`src/rtl/hpd_pkg.sv`:
```
package hpd_pkg;

  typedef enum logic [1:0] {
    STEP_NONE = 2'd0,
    STEP_UP   = 2'd1,
    STEP_DN   = 2'd2
  } step_e;

  function automatic step_e step_of(input logic up_c, input logic dn_c);
    if (up_c && !dn_c)      return STEP_UP;
    else if (dn_c && !up_c) return STEP_DN;
    else                    return STEP_NONE;
  endfunction

endpackage

```
`src/rtl/hpd_tap_delay.sv`:
```
module hpd_tap_delay #(
  parameter int MAX_DLY = 7,
  localparam int SEL_W  = $clog2(MAX_DLY + 1)
) (
  input  logic             clk,
  input  logic             rst,
  input  logic             d_in,
  input  logic [SEL_W-1:0] sel,
  output logic             d_out
);

  logic [MAX_DLY:0] stage;

  always_ff @(posedge clk) begin
    if (rst) stage <= '0;
    else     stage <= {stage[MAX_DLY-1:0], d_in};
  end

  generate
    if ((1 << SEL_W) == MAX_DLY + 1) begin : g_full
      assign d_out = stage[sel];
    end else begin : g_clamp
      assign d_out = (sel > SEL_W'(MAX_DLY)) ? stage[MAX_DLY] : stage[sel];
    end
  endgenerate

endmodule

```
`src/rtl/hpd_retimer.sv`:
```
module hpd_retimer (
  input  logic clk,
  input  logic rst,
  input  logic dat,
  input  logic rck_lvl,
  output logic up_c,
  output logic dn_c,
  output logic q,
  output logic qr
);

  logic rck_now, rck_prev;
  logic rise, fall;

  always_ff @(posedge clk) begin
    if (rst) begin
      rck_now  <= 1'b0;
      rck_prev <= 1'b0;
    end else begin
      rck_now  <= rck_lvl;
      rck_prev <= rck_now;
    end
  end

  assign rise = rck_now & ~rck_prev;
  assign fall = ~rck_now & rck_prev;

  always_ff @(posedge clk) begin
    if (rst) begin
      q  <= 1'b0;
      qr <= 1'b0;
    end else begin
      if (rise) q  <= dat;
      if (fall) qr <= q;
    end
  end

  assign up_c = dat ^ q;
  assign dn_c = q ^ qr;

endmodule

```
`src/rtl/hpd_err_window.sv`:
```
module hpd_err_window
  import hpd_pkg::*;
#(
  parameter int WIN   = 512,
  parameter int CNT_W = 12
) (
  input  logic                    clk,
  input  logic                    rst,
  input  logic                    up_c,
  input  logic                    dn_c,
  output logic signed [CNT_W-1:0] err_cnt,
  output logic                    err_vld,
  output logic signed [CNT_W-1:0] acc_o
);

  localparam int WCNT_W = (WIN > 1) ? $clog2(WIN) : 1;
  localparam logic signed [CNT_W-1:0] CMAX = {1'b0, {(CNT_W-1){1'b1}}};
  localparam logic signed [CNT_W-1:0] CMIN = {1'b1, {(CNT_W-1){1'b0}}};
  localparam logic signed [CNT_W-1:0] ONE  = CNT_W'(1);

  logic [WCNT_W-1:0]        wcnt;
  logic                     wrap;
  logic signed [CNT_W-1:0]  acc, nxt;
  step_e                    st;

  assign wrap = (wcnt == WCNT_W'(WIN - 1));
  assign st   = step_of(up_c, dn_c);

  always_comb begin
    case (st)
      STEP_UP: nxt = (acc == CMAX) ? acc : acc + ONE;
      STEP_DN: nxt = (acc == CMIN) ? acc : acc - ONE;
      default: nxt = acc;
    endcase
  end

  always_ff @(posedge clk) begin
    if (rst) begin
      wcnt    <= '0;
      acc     <= '0;
      err_cnt <= '0;
      err_vld <= 1'b0;
    end else begin
      err_vld <= wrap;
      if (wrap) begin
        err_cnt <= nxt;
        acc     <= '0;
        wcnt    <= '0;
      end else begin
        acc     <= nxt;
        wcnt    <= wcnt + WCNT_W'(1);
      end
    end
  end

  assign acc_o = acc;

endmodule

```
`src/rtl/hogge_pd_os.sv`:
```
module hogge_pd_os #(
  parameter int OSR      = 16,
  parameter int WIN_BITS = 32,
  parameter int MAX_DLY  = 7,
  parameter int CNT_W    = 12
) (
  input  logic                              clk,
  input  logic                              rst,
  input  logic                              din,
  input  logic                              rck,
  input  logic [$clog2(MAX_DLY+1)-1:0]      comp_dly,
  output logic                              up,
  output logic                              dn,
  output logic signed [CNT_W-1:0]           err_cnt,
  output logic                              err_vld
);

  localparam int WIN = OSR * WIN_BITS;

  logic                    dat_dly;
  logic                    up_c, dn_c;
  logic                    q_w, qr_w;
  logic signed [CNT_W-1:0] acc_w;

  hpd_tap_delay #(.MAX_DLY(MAX_DLY)) u_dly (
    .clk   (clk),
    .rst   (rst),
    .d_in  (din),
    .sel   (comp_dly),
    .d_out (dat_dly)
  );

  hpd_retimer u_rt (
    .clk     (clk),
    .rst     (rst),
    .dat     (dat_dly),
    .rck_lvl (rck),
    .up_c    (up_c),
    .dn_c    (dn_c),
    .q       (q_w),
    .qr      (qr_w)
  );

  hpd_err_window #(.WIN(WIN), .CNT_W(CNT_W)) u_win (
    .clk     (clk),
    .rst     (rst),
    .up_c    (up_c),
    .dn_c    (dn_c),
    .err_cnt (err_cnt),
    .err_vld (err_vld),
    .acc_o   (acc_w)
  );

  always_ff @(posedge clk) begin
    if (rst) begin
      up <= 1'b0;
      dn <= 1'b0;
    end else begin
      up <= up_c;
      dn <= dn_c;
    end
  end

endmodule

```
`config.mk`:
```
export PLATFORM = sky130hd
export DESIGN_NAME = hogge_pd_os
export DESIGN_NICKNAME = d
export VERILOG_FILES = /design/src/rtl/hpd_pkg.sv /design/src/rtl/hpd_tap_delay.sv /design/src/rtl/hpd_retimer.sv /design/src/rtl/hpd_err_window.sv /design/src/rtl/hogge_pd_os.sv
export SDC_FILE = /design/constraint.sdc
export NUM_CORES = 1
export LEC_CHECK = 0
export CAP_MARGIN = 20
export CORE_MARGIN = 1
export CORE_UTILIZATION = 56
export DETAILED_ROUTE_END_ITERATION = 7
export PLACE_DENSITY = 0.84
export SYNTH_ARGS = -nofsm -noshare
export SYNTH_HDL_FRONTEND = slang
export SYNTH_SLANG_ARGS = --single-unit
```
`constraint.sdc`:
```
create_clock -name clk -period 3.5 [get_ports clk]
set_input_delay 0.525 -clock clk [delete_from_list [all_inputs] [get_ports clk]]
set_output_delay 0.525 -clock clk [all_outputs]
set_load 0.01 [all_outputs]
```
==> run metrics <==
Ys Warns 0; clock tree buffer depth 2; Setup WS pre-CTS -0.1512 ns; fin. max-slew vios 0; max incr delay on CP 0.53 ns; CTS tree done; CP Data Required Time 3.67 ns; TritonCTS buffer count 5; Overflow after GRT 0; Seq/Total Area, Yosys 38.87%; #FFs+latches synth 48; Pre-antenna DRT Iters 8; Initial Utilization 60.08%; Root Driver clkbuf_8; ANT nets after route 0; met1 GRT Util 33.47%; CTS H-tree depth 2; Final Hold Fails 0; R2R setup slack 0.60 ns; min cycle time layout 3.376 ns; unrepaired setup endpoints after global routing false; # rows 23; gr busiest metal met2; Worst VDD drop 0.2474 mV; antenna cells 0; CORE AREA 4115 µm²; power per cell area 398.5 nW/µm²; Die Area 4685 µm²; relative slew slack 53.78%; post-synth cell types 59; Fin Hold WS 0.4591 ns; post-layout util 69.02%; CP max-delay cell mux4_2; share of cells above drive strength 1 10.46%; status complete, no violations; # hold bufs at CTS 0; Post-Syn Area 2472 µm²; CP Launch Type input port; vias in the first global route 2015; Vias 2214; gr usage total 26.77%; Post-CTS Setup Bufs 0; Hold Path End u_win.wcnt[0]; Setup crit end kind flop; IO buf count 21; ys flop type dfxtp_1; Cells after Synth 286; Hold Path Stages 1; dpl hpwl 4042 µm; Worst R2R Start u_dly.stage[5]; initial antenna violation count 0; critical path class in -> reg; Tcrit/Tclk final 96.45%; per-cell routed wire length 16.01 µm; CTS sink cnt 48; Initial DRC Count 230; Setup violations, final 0; Die W 68.45 µm; most common cell after layout, fill and taps aside dfxtp_1; CTS clk-pin slew, worst paths 0.09 ns; Worst Path Max Fanout 18; DIE HEIGHT 68.45 µm; grt met3 use 5.833%; Leakage 1.067 nW; final layout net count 318; Hold/Removal Path Class reg -> reg; Clock Latency Late Sink 0.31 ns; Routed WL 5699 µm; largest net degree at the start of global routing 22; Syn-to-layout area delta 14.88%; GP Congestion 0.9593; Worst-Margin Slew 0.6880 ns; CP Data Arrival Time 3.54 ns; final worst slack 0.1243 ns; Hold Crit Start u_win.wcnt[0]; Syn Area/Cell 8.645 µm²; Via density 6.219; first-pass GRT wire length 9108 µm; Post-synth ARST share 0%; residual DRC count 0; max-cap violation count 0; Worst Clk Skew 0.01066 ns; # IOs 22; worst reg2reg endpoint u_win.err_cnt[1]; fmax 296.2 MHz; most frequent cells in the layout 48 x dfxtp_1, 34 x nor2_1, 21 x clkdlybuf4s50_1; CTS resizes 0; syn nets 299; R2R cell count 10; met2 usage 42.40%; cells along the critical path clkdlybuf4s50_1 -> mux4_2 -> mux2i_2 -> xor2_1 -> inv_1 -> ha_1 -> buf_4 -> a31oi_1 -> a22o_1 -> a222oi_1 -> a211oi_1; Post-synth EDFFs 0
==> state kept, by name, summed over array words and instances, names as in the netlist <==
name,cells
u_rt.qr,1
u_win.err_vld,1
u_win.wcnt,9
u_rt.q,1
u_win.err_cnt,12
dn,1
up,1
u_rt.rck_now,1
u_dly.stage,8
u_win.acc_o,12
u_rt.rck_prev,1
==> kinds of logic (layout without fill, tap and decap cells) <==
logic type / count (synthesis) / in the layout / share of synthesized area [%]
DFF: 48 / 48 / 38.87
adders and majority gates: 6 / 6 / 3.036
AOI/OAI and AO/OA: 66 / 66 / 19.94
buffers and inverters: 33 / 53 / 5.820
muxes: 5 / 5 / 3.239
xor gates and xnor gates: 6 / 6 / 2.125
and+or+nand+nor: 122 / 122 / 26.97
==> power by group <==
part	leakage, nW	switching (mW)	internal [mW]
clock	0.0516	0.190	0.162
sequential	0.389	0.0210	0.560
combinational	0.627	0.113	0.0856
total	1.07	0.324	0.807
==> cell usage after synthesis (all sizes together), types with 6 or more instances <==
cell,number,area (µm²)
dfxtp,48,960.9
nor2,34,127.6
nor2b,13,81.33
nor3,7,35.03
o21ai,9,45.04
buf,6,42.54
clkbuf,16,60.06
ha,6,75.07
inv,11,41.29
nand2,13,48.80
a211oi,9,67.56
nand3,12,60.06
a21oi,9,45.04
and3,6,37.54
==> layer usage <==
layer | wire length (µm) | up-vias
li1 | - | 1090
met1 | 2537 | 1011
met2 | 2671 | 101
met3 | 387 | 12
met4 | 103 | 0
met5 | 0 | -
==> area by class of cell <==
| class | instances | area (µm²) |
|---|---|---|
| Sequential cell | 48 | 960.9 |
| Tap cell | 50 | 62.56 |
| Inverter | 11 | 41.29 |
| Timing Repair Buffer | 34 | 307.8 |
| Fill cell | 349 | 1275 |
| Clock inverter | 2 | 13.76 |
| Clock buffer | 6 | 82.58 |
| Multi-Input combinational cell | 205 | 1371 |
==> how the worst max path moves through the flow <==
| stage | startpoint | endpoint | slack, ns | depth (start not counted) |
|---|---|---|---|---|
| after floorplan | comp_dly[0] | u_win.err_cnt[9] | 0.45 | 11 |
| after global placement | comp_dly[0] | u_win.err_cnt[9] | -0.06 | 11 |
| after detailed placement | comp_dly[0] | u_win.err_cnt[9] | -0.15 | 11 |
| after CTS | comp_dly[0] | u_win.err_cnt[9] | 0.16 | 11 |
| after global routing | comp_dly[0] | u_win.err_cnt[1] | 0.01 | 11 |
| final | comp_dly[0] | u_win.err_cnt[1] | 0.12 | 11 |
==> per-stage QoR <==
stage | cell area, µm² | cells | total power [mW] | setup TNS (ns)
floorplan | 2472 | 286 | 0.7314 | 0
global placement | 2740 | 348 | 0.7843 | -0.1234
detailed placement | 2740 | 348 | 0.7870 | -0.8628
CTS | 2836 | 356 | 1.136 | 0
global route | 2840 | 356 | 1.186 | 0
finish | 2840 | 356 | 1.132 | 0
==> worst max-delay path: cells and delay by family <==
kind            cells  cell delay (ns)
xor+xnor            1             0.22
fa+ha+maj           1             0.28
compound gates      4             0.95
buf+inv             3             0.82
mux                 2             0.74
(Power assumes the default switching activity.)
